### config.mk
export PLATFORM = sky130hd
export DESIGN_NAME = baud_gen
export DESIGN_NICKNAME = d
export VERILOG_FILES = /design/src/rtl/baud_pkg.sv /design/src/rtl/baud_ctrl.sv /design/src/rtl/baud_dp.sv /design/src/rtl/baud_gen.sv
export SDC_FILE = /design/constraint.sdc
export NUM_CORES = 1
export LEC_CHECK = 0
export BUFFER_PORTS_ARGS = -buffer_cell sky130_fd_sc_hd__buf_2
export CAP_MARGIN = 25
export CORE_MARGIN = 10
export CORE_UTILIZATION = 46
export DETAILED_ROUTE_END_ITERATION = 10
export PLACE_DENSITY = 0.66
export SLEW_MARGIN = 40
export SYNTH_ARGS = -nofsm -noshare
export SYNTH_HDL_FRONTEND = slang
export SYNTH_HIERARCHICAL = 1
export SYNTH_SLANG_ARGS = --single-unit
### constraint.sdc
create_clock -name clk -period 4.6 [get_ports clk]
set_input_delay 0.46 -clock clk [delete_from_list [all_inputs] [get_ports clk]]
set_output_delay 0.46 -clock clk [all_outputs]
set_load 0.05 [all_outputs]
### src/rtl/baud_pkg.sv
package baud_pkg;
  localparam int BYTE_W  = 8;
  localparam int N_BYTES = 2;
  localparam int DIV_W   = BYTE_W * N_BYTES;
  localparam int SEL_W   = (N_BYTES > 1) ? $clog2(N_BYTES) : 1;
  localparam int SUB_W   = 4;

  typedef struct packed {
    logic [N_BYTES-1:0] loadByte;
    logic               restart;
  } ctrl_t;
endpackage

### src/rtl/baud_ctrl.sv
module baud_ctrl
  import baud_pkg::*;
(
  input  logic             wrEn,
  input  logic [SEL_W-1:0] wrAddr,
  output ctrl_t            strb
);
  always_comb begin
    strb.loadByte = '0;
    strb.restart  = wrEn;
    for (int b = 0; b < N_BYTES; b++) begin
      if (wrEn && (wrAddr == SEL_W'(b))) strb.loadByte[b] = 1'b1;
    end
  end
endmodule

### src/rtl/baud_dp.sv
module baud_dp
  import baud_pkg::*;
(
  input  logic              clk,
  input  logic              rstN,
  input  ctrl_t             strb,
  input  logic [BYTE_W-1:0] wrData,
  output logic [DIV_W-1:0]  divQ,
  output logic              tick16,
  output logic              tick1
);
  logic [DIV_W-1:0] divNext;
  logic [DIV_W-1:0] cnt;
  logic [SUB_W-1:0] sub;

  // merge the incoming byte into the held divisor
  always_comb begin
    divNext = divQ;
    for (int b = 0; b < N_BYTES; b++) begin
      if (strb.loadByte[b]) divNext[b*BYTE_W +: BYTE_W] = wrData;
    end
  end

  always_ff @(posedge clk) begin
    if (!rstN) divQ <= '0;
    else       divQ <= divNext;
  end

  // down-counter: terminal count at one, parked at zero
  always_ff @(posedge clk) begin
    if (!rstN)                     cnt <= '0;
    else if (strb.restart)         cnt <= divNext;
    else if (cnt == DIV_W'(1))     cnt <= divQ;
    else if (cnt != '0)            cnt <= cnt - 1'b1;
  end

  assign tick16 = (cnt == DIV_W'(1));

  always_ff @(posedge clk) begin
    if (!rstN)             sub <= '0;
    else if (strb.restart) sub <= '0;
    else if (tick16)       sub <= sub + 1'b1;
  end

  assign tick1 = tick16 && (sub == '1);
endmodule

### src/rtl/baud_gen.sv
module baud_gen
  import baud_pkg::*;
(
  input  logic              clk,
  input  logic              rstN,
  input  logic              wrEn,
  input  logic [SEL_W-1:0]  wrAddr,
  input  logic [BYTE_W-1:0] wrData,
  output logic              tick16,
  output logic              tick1
);
  ctrl_t            strb;
  logic [DIV_W-1:0] divQ;

  baud_ctrl u_ctrl (
    .wrEn   (wrEn),
    .wrAddr (wrAddr),
    .strb   (strb)
  );

  baud_dp u_dp (
    .clk    (clk),
    .rstN   (rstN),
    .strb   (strb),
    .wrData (wrData),
    .divQ   (divQ),
    .tick16 (tick16),
    .tick1  (tick1)
  );
endmodule

; ---- After elaboration in Yosys (flattened, before gate mapping)
; Index checks and enable logic that the tools add are counted.
[totals]
memories = 0
output_inout_bits = 2
latchBits = 0
word_cells = 22
in_bits = 12
ramBits = 0
mem_bits_ro = 0
ff_bits = 36
[op_classes]
n_addsub = 2
muxes = 7
magnitude_cmp = 0
n_bitwise = 2
div_mod_pow = 0
shift = 0
n_reduce_logical = 6
multipliers = 0
n_eq_ne = 2
[op_table]
columns = cell, n
row1 = 2-to-1 mux 16 bit, 3
row2 = "== test 16 x 1 -> 1 bit, second input constant", 1
row3 = 2-to-1 mux 8 bit, 2
row4 = nonzero test 16 bit, 1
row5 = "subtractor 16 x 1 -> 16 bit, second input constant", 1
row6 = "adder 4 x 1 -> 4 bit, second input constant", 1
row7 = "== test 4 bit, second input constant", 1
row8 = logical AND 1 bit, 3
row9 = nonzero test 3 bit, 1
row10 = 2-to-1 mux 1 bit, 2
row11 = inverter 1 bit, 2
row12 = OR reduction 2 bit, 1

; ---- Depth between registers and ports, before layout
; Gate-level depths: netlist (run 1).
[logic_depth]
depth_word = 5
mapped_depth = 8
mapped_depth_nobuf = 7

; ---- Modules after synthesis
; Netlist (run 1), hierarchy kept.
[by_module_without_submodules]
columns = module, cells_per_inst, seq_area_each_um2, n_inst, area_per_inst_um2
row1 = baud_dp, 202, 720.7, 1, 1850.5
row2 = baud_ctrl, 3, 0.0, 1, 23.8

; ---- Worst setup path before layout (run 1)
; OpenSTA, ideal clock, no wires.
[synth_path]
kind = reg-to-output
start = register u_dp.cnt[0]
end = output tick1
arrival_ns = 1.942
stages_incl_launch_ff = 5
path_buffers = 0
required_time_ns = 4.140
path_slack_ns = 2.198
path_cell_list = dfxtp_1 -> ha_1 -> nor4b_1 -> and4_2 -> and4_1
[synth_between]
elab_chain_cells = 2
[synth_rtl]
columns = item, line_no
row1 = start: declaration, baud_dp.sv:13  ; logic [DIV_W-1:0] cnt;
row2 = start signal: assignment, baud_dp.sv:32  ; else if (strb.restart) cnt <= divNext;
row3 = start signal: assignment, baud_dp.sv:33  ; else if (cnt == DIV_W'(1)) cnt <= divQ;
row4 = start signal: assignment, baud_dp.sv:34  ; else if (cnt != '0) cnt <= cnt - 1'b1;
row5 = == test 16 x 1 -> 1 bit, baud_dp.sv:37  ; assign tick16 = (cnt == DIV_W'(1));
row6 = named net tick16, baud_gen.sv:9  ; output logic tick16,
row7 = logical AND 1 bit, baud_dp.sv:45  ; assign tick1 = tick16 && (sub == '1);
row8 = end: declaration, baud_gen.sv:10  ; output logic tick1
; The timed path passes the listed nets, and every way through them passes these cells.

; ---- Worst setup path after layout (run 1)
[layout_path]
start = register u_dp.cnt[0]
end = output tick1
[layout_between]
elab_chain_cells = 2
[layout_rtl]
columns = item, line_no
row1 = == test 16 x 1 -> 1 bit, baud_dp.sv:37
row2 = logical AND 1 bit, baud_dp.sv:45
; No other way between the ends.

==> flow_metrics.env, run 1 <==
export IMPL_worstPathArrival_ps=2160
export IMPL_place_area_um2=1950
export IMPL_dieArea_um2=7030
export IMPL_setup_viol=0
export IMPL_antenna_found_initial=0
export IMPL_setup_worst_path_class="register to primary output"
export IMPL_wl_met1_mm=2.04
export IMPL_tightest_slew_ps=648
export IMPL_path_cells="ha_1, nor4b_1, and4_2, and4_1, buf_2"
export IMPL_viasPerCell=5.69
export IMPL_ys_top_cells_by_count="dfxtp_1, nand2_1, mux2i_1"
export IMPL_switchingPower_uw=223
export IMPL_powerDensity_nw_per_um2=368
export IMPL_ff2ff_path_depth=6
export IMPL_dp_hpwl_mm=3.03
export IMPL_cts_made_buffers=5
export IMPL_synth_flop_cell="dfxtp_1"
export IMPL_hold_viol=0
export IMPL_ys_types=49
export IMPL_finalCriticalPeriod_ps=2620
export IMPL_regToRegSetupSlack_ps=2030
export IMPL_cts_clk_slew_worst_paths_ps=70
export IMPL_outcome="finished clean"
export IMPL_rr_endpoint="u_dp/cnt[8]"
export IMPL_cpMaxStageDelayCell="nor4b_1"
export IMPL_start_kind="register"
export IMPL_final_net_count=229
export IMPL_max_cap_viol_count=0
export IMPL_diodes=0
export IMPL_post_synth_top_count_cell="dfxtp_1"
export IMPL_swShare=0.297
export IMPL_pin_count=14
export IMPL_rsz0062_at_grt="no"
export IMPL_clockBufferDepth=2
export IMPL_async_reset_ff_frac=0
export IMPL_vdd_drop_max_v=0.000282
export IMPL_holdCritPathClass="primary input to register"
export IMPL_synth_area_top_cells="dfxtp_1, mux2i_1, nor2b_1, nand2_1, xor2_1"
export IMPL_gp_congestion=0.863
export IMPL_clock_latency_ps=290
export IMPL_postCtsSetupBuffers=0
export IMPL_cts_resized=0
export IMPL_synth_area_um2=1870
export IMPL_stdcell_area_um2=2040
export IMPL_synthCells=205
export IMPL_cts_hold_fix_buffers=0
export IMPL_hold_start="wrData[1]"
export IMPL_p_int_uw=528
export IMPL_dr_pass1_iters=4
export IMPL_ant_nets=0
export IMPL_synth_edff_count=0
export IMPL_yosys_area_top_type="dfxtp_1"
export IMPL_grt_pass1_vias=1513
export IMPL_power_frac_seq=0.482
export IMPL_cts_tree="built"
export IMPL_r2r_start="u_dp/cnt[0]"
export IMPL_end_kind="primary output"
export IMPL_slew_violations=0
export IMPL_rows=23
export IMPL_slew_limit_headroom=0.567
export IMPL_ctsHtreeMaxLevel=2
export IMPL_worst_path_buf_inv=1
export IMPL_routed_top_layer="met4"
export IMPL_syn2layout_area_growth_pct=8.95
export IMPL_cp_max_fo=6
export IMPL_ys_ff_latch=36
export IMPL_skew_ps=4.96
export IMPL_yosysWarnings=6
export IMPL_timing_final_crit_share=0.569
export IMPL_hold_end="u_dp/divQ[1]"
export IMPL_portBuffers=13
export IMPL_drc=0
export IMPL_met3_length_um=102
export IMPL_track_usage=0.125
export IMPL_chipHeight_um=83.8
export IMPL_grt_overflow=0
export IMPL_p_comb_frac=0.216
export IMPL_vias=1501
export IMPL_grt_start_max_net_pins=31
export IMPL_syn_avg_cell_area_um2=9.14
export IMPL_ys_seq_area_frac=0.385
export IMPL_clkPwrFrac=0.302
export IMPL_critPathRequiredTime_ps=4140
export IMPL_wirelength_mm=4.17
export IMPL_wire_per_inst_um=15.8
export IMPL_clock_sinks=36
export IMPL_synth_nets=221
export IMPL_fmax_ghz=0.382
export IMPL_drive_gt1_frac=0.136
export IMPL_cts_root_buf="clkbuf_8"
export IMPL_die_w_um=83.8
export IMPL_wl_met2_mm=1.95
export IMPL_core_area_um2=3970
export IMPL_power_leakage_uw=0.000770
export IMPL_cp_top_family="simple AND/OR/NAND/NOR gates"
export IMPL_hold_path_depth=3
export IMPL_drt_iter0_markers=125
export IMPL_initial_core_util=0.472
export IMPL_worst_path_largest_cell_delay_ps=490
export IMPL_synth_top_area_frac=0.385
export IMPL_setup_tns_ps=0
export IMPL_grt_pass1_wl_mm=7.35
[worst max path at each step]
stage | start | endpoint | slack [ps] | depth (start not counted)
floorplan | u_dp/cnt[0] | tick1 | 2200 | 4
global route | u_dp/cnt[1] | u_dp/cnt[8] | 1710 | 7
CTS | u_dp/cnt[0] | tick1 | 2000 | 5
finish | u_dp/cnt[0] | tick1 | 1980 | 5
detailed placement | u_dp/cnt[0] | u_dp/cnt[8] | 2110 | 6
global placement | u_dp/cnt[0] | u_dp/cnt[8] | 2160 | 6
[worst reg2reg max path, cell delays in order, from the launching register on]
cell and delay, ps:
dfxtp_1 420, ha_1 200, nor4b_1 490, nand4_1 590, and2_1 420, a221o_1 320
nor2_1 70
[power groups by stage]
stage | Combinational, µW | Clock [µW] | Sequential (µW)
3_5_place_dp | 160 | 0 | 368
4_1_cts | 162 | 235 | 362
2_1_floorplan | 130 | 0 | 362
5_1_grt | 183 | 249 | 365
3_3_place_gp | 160 | 0 | 368
6_report | 162 | 226 | 362
[per-layer routing]
metal  track usage  vias up
met4        0.0502        0
li1              -      759
met5             0        -
met2         0.192       16
met1         0.161      721
met3        0.0313        5
[final cells by class]
| class | instances | area, µm² |
|---|---|---|
| inverter | 3 | 11.3 |
| tap | 50 | 62.6 |
| clock buffer | 8 | 90.1 |
| fill | 388 | 1930 |
| sequential | 36 | 721 |
| timing repair buffer | 13 | 65.1 |
| multi-input combinational | 154 | 1090 |
[kinds of logic (layout without fill, tap and decap cells)]
group                    after synthesis  in the layout  synth area share
adder cells (fa/ha/maj)                4              4            0.0267
XOR/XNOR                              12             12            0.0561
AO/OA/AOI/OAI                         37             37             0.144
AND/OR/NAND/NOR                       84             84             0.264
multiplexers                          17             17            0.0915
buffers and inverters                 15             24            0.0327
flip-flops                            36             36             0.385
[flip-flops by register name, indices dropped and copies added (netlist names)]
signal and flops:
u_dp/divQ 16, u_dp/sub 4, u_dp/cnt 16
[per-stage QoR]
stage | total power [µW] | setup slack [ps] | instances | hold WS, ps | util
after floorplan | 492 | 2200 | 205 | 449 | -
after global placement | 528 | 2160 | 256 | 465 | 0.491
after detailed placement | 529 | 2110 | 256 | 471 | 0.491
after CTS | 759 | 2000 | 264 | 462 | 0.514
after global routing | 798 | 1710 | 264 | 485 | 0.514
final | 751 | 1980 | 264 | 466 | 0.514
[placed cells by master (no fill, tap or decap), drive strengths merged, types with 3 or more instances in the layout]
cell type and count:
nor4 3, and4 3, buf 13, dfxtp 36, o22ai 5, ha 4
a211oi 4, o21ai 5, nor2b 15, o31ai 5, xor2 7, xnor2 5
nand2 18, nor3 9, nand3 4, clkbuf 8, nor2 14, a221o 3
nand4 4, a21oi 3, and2 4, inv 3, mux2i 16
Power figures use the tool's default switching activity.
==> run 2, diff against run 1 <==
--- a/config.mk
+++ b/config.mk
@@ -5,12 +5,13 @@
 export SDC_FILE = /design/constraint.sdc
 export NUM_CORES = 1
 export LEC_CHECK = 0
+export ABC_AREA = 1
 export BUFFER_PORTS_ARGS = -buffer_cell sky130_fd_sc_hd__buf_2
 export CAP_MARGIN = 25
 export CORE_MARGIN = 10
 export CORE_UTILIZATION = 46
 export DETAILED_ROUTE_END_ITERATION = 10
-export PLACE_DENSITY = 0.66
+export PLACE_DENSITY = 0.68
 export SLEW_MARGIN = 40
 export SYNTH_ARGS = -nofsm -noshare
 export SYNTH_HDL_FRONTEND = slang
==> constraint.sdc (replaced) <==
create_clock -name clk -period 2.2 [get_ports clk]
set_input_delay 0.22 -clock clk [delete_from_list [all_inputs] [get_ports clk]]
set_output_delay 0.22 -clock clk [all_outputs]
set_load 0.05 [all_outputs]
==> flow_metrics.env, run 2 <==
export IMPL_outcome="finished clean"
export IMPL_top_regs="u_dp/cnt (16), u_dp/divQ (16), u_dp/sub (4)"
export IMPL_ys_ff_latch=36
export IMPL_skew_ps=9.53
export IMPL_post_synth_top_count_cell="nand2_1"
export IMPL_synthCells=348
export IMPL_clock_latency_ps=300
export IMPL_setup_viol=0
export IMPL_path_cells="nor2_2, nand2_2, nor2_2, nand3_1, inv_1, nand3_1, nor2_2, clkbuf_4"
export IMPL_synth_flop_cell="dfxtp_1"
export IMPL_final_common_cell="nand2_1"
export IMPL_dr_pass1_iters=4
export IMPL_stdcell_area_um2=2460
export IMPL_multiInputGateArea_um2=1260
export IMPL_fmax_ghz=0.481
export IMPL_final_cell_mix="nand2_1, inv_1, nor2_1, dfxtp_1, nand3_1"
export IMPL_dp_hpwl_mm=3.99
export IMPL_hold_start="rstN"
export IMPL_tightest_slew_ps=561
export IMPL_clkPwrFrac=0.250
export IMPL_core_area_um2=4750
export IMPL_ys_top_cells_by_count="nand2_1, nor2_1, inv_1"
export IMPL_chipHeight_um=90.1
export IMPL_pin_count=14
export IMPL_ant_nets=0
export IMPL_synth_top_area_frac=0.319
export IMPL_gp_congestion=0.943
export IMPL_power_leakage_uw=0.00116
export IMPL_holdCritPathClass="primary input to register"
export IMPL_r2r_start="u_dp/cnt[7]"
export IMPL_met3_usage=0.0308
export IMPL_rows=25
export IMPL_cp_common_cell="nor2_2"
export IMPL_cts_made_buffers=5
export IMPL_diodes=0
export IMPL_drc=0
export IMPL_viasPerCell=4.94
export IMPL_grt_start_max_net_pins=21
export IMPL_p_int_uw=1180
export IMPL_end_kind="primary output"
export IMPL_slew_limit_headroom=0.626
export IMPL_yosysWarnings=6
export IMPL_ys_types=26
export IMPL_grt_pass1_vias=1953
export IMPL_track_usage=0.137
export IMPL_async_reset_ff_frac=0
export IMPL_finalCriticalPeriod_ps=2080
export IMPL_initial_core_util=0.476
export IMPL_synth_area_top_cells="dfxtp_1, nand2_1, nor2_1, inv_1, nand3_1"
export IMPL_worst_path_largest_cell_delay_ps=370
export IMPL_drive_gt1_frac=0.158
export IMPL_setup_worst_path_class="register to primary output"
export IMPL_worstPathArrival_ps=1860
export IMPL_setup_tns_ps=0
export IMPL_critPathRequiredTime_ps=1980
export IMPL_drt_iter0_markers=142
export IMPL_power_frac_seq=0.391
export IMPL_switchingPower_uw=773
export IMPL_cts_clk_slew_worst_paths_ps=80
export IMPL_dieArea_um2=8120
export IMPL_wire_per_inst_um=12.7
export IMPL_synth_nets=364
export IMPL_final_net_count=376
export IMPL_nFillCells=508
export IMPL_place_area_um2=2350
export IMPL_vias=2115
export IMPL_synth_edff_count=0
export IMPL_final_seq_area_um2=721
export IMPL_top_usage_layer="met2"
export IMPL_synth_area_um2=2260
export IMPL_cts_tree="built"
export IMPL_start_kind="register"
export IMPL_timing_final_crit_share=0.945
export IMPL_wirelength_mm=5.44
export IMPL_portBuffers=13
export IMPL_clock_sinks=36
export IMPL_grt_pass1_wl_mm=9.40
export IMPL_ctsHtreeMaxLevel=2
export IMPL_use_met2=0.212
export IMPL_yosys_area_top_type="dfxtp_1"
export IMPL_fin_util=0.517
export IMPL_antenna_found_initial=0
export IMPL_die_w_um=90.1
export IMPL_cp_max_fo=6
export IMPL_ys_seq_area_frac=0.319
export IMPL_vdd_drop_max_v=0.000424
export IMPL_cpMaxStageDelayCell="dfxtp_1"
export IMPL_startpoint="u_dp/cnt[7]"
export IMPL_swShare=0.395
export IMPL_powerDensity_nw_per_um2=796
export IMPL_max_cap_viol_count=0
export IMPL_grt_overflow=0
export IMPL_cts_hold_fix_buffers=0
export IMPL_grt_util_met1=0.185
export IMPL_syn_avg_cell_area_um2=6.50
export IMPL_syn2layout_area_growth_pct=8.63
export IMPL_slew_violations=0
export IMPL_p_comb_frac=0.359
export IMPL_clockBufferDepth=2
export IMPL_hold_viol=0
export IMPL_cts_root_buf="clkbuf_8"
## run 2: power by group through the flow
stage,sequential (µW),combinational (µW),clock [µW]
floorplan,765,564,0
global placement,777,675,0
detailed placement,778,681,0
CTS,763,685,497
global route,773,807,527
finish,765,702,488
## run 2: layer usage
metal	up-vias	routed length, µm
li1	1118	-
met1	934	2620
met3	7	294
met5	-	0
met2	56	2470
met4	0	66
## run 2: cell type report
cell class,count,area share
clock buffer,5,0.0280
clock inverter,3,0.00967
inverter,47,0.0718
multi-input combinational,250,0.514
sequential,36,0.293
tap,67,0.0341
timing repair buffer,20,0.0489
## run 2: metrics by stage
step                cells  hold WS, ps  setup slack, ps  total power, µW
finish                428          202              121             1960
global route          428          224            -25.9             2110
CTS                   427          198             37.7             1950
detailed placement    419          462              390             1460
global placement      419          457              422             1450
floorplan             348          358             90.8             1330
## run 2: path summary, 6_finish.rpt
check / slack, ps / endpoint / cells past startpoint
max: 120 / tick1 / 8
min: 200 / u_dp/cnt[1] / 3
max reg2reg: 490 / u_dp/cnt[11] / 6
min reg2reg: 480 / u_dp/sub[2] / 2
## run 2: logic make-up after synthesis
group | after synthesis | synth area share
xor gates and xnor gates | 1 | 0.00387
and+or+nand+nor | 196 | 0.411
adders and majority gates | 4 | 0.0221
buffers and inverters | 62 | 0.125
DFF | 36 | 0.319
AOI/OAI and AO/OA | 49 | 0.119
## run 2: repair_timing
| item | CTS | global route |
|---|---|---|
| setup endpoints to repair | 0 | 1 |
| setup buffers | 0 | 1 |
| gates resized for setup | 0 | 2 |
## run 2: worst max-delay path: cells and delay by family (launching register included)
| kind | cells | cell delay [ps] |
|---|---|---|
| and+or+nand+nor | 6 | 860 |
| DFF | 1 | 370 |
| buffers and inverters | 2 | 330 |
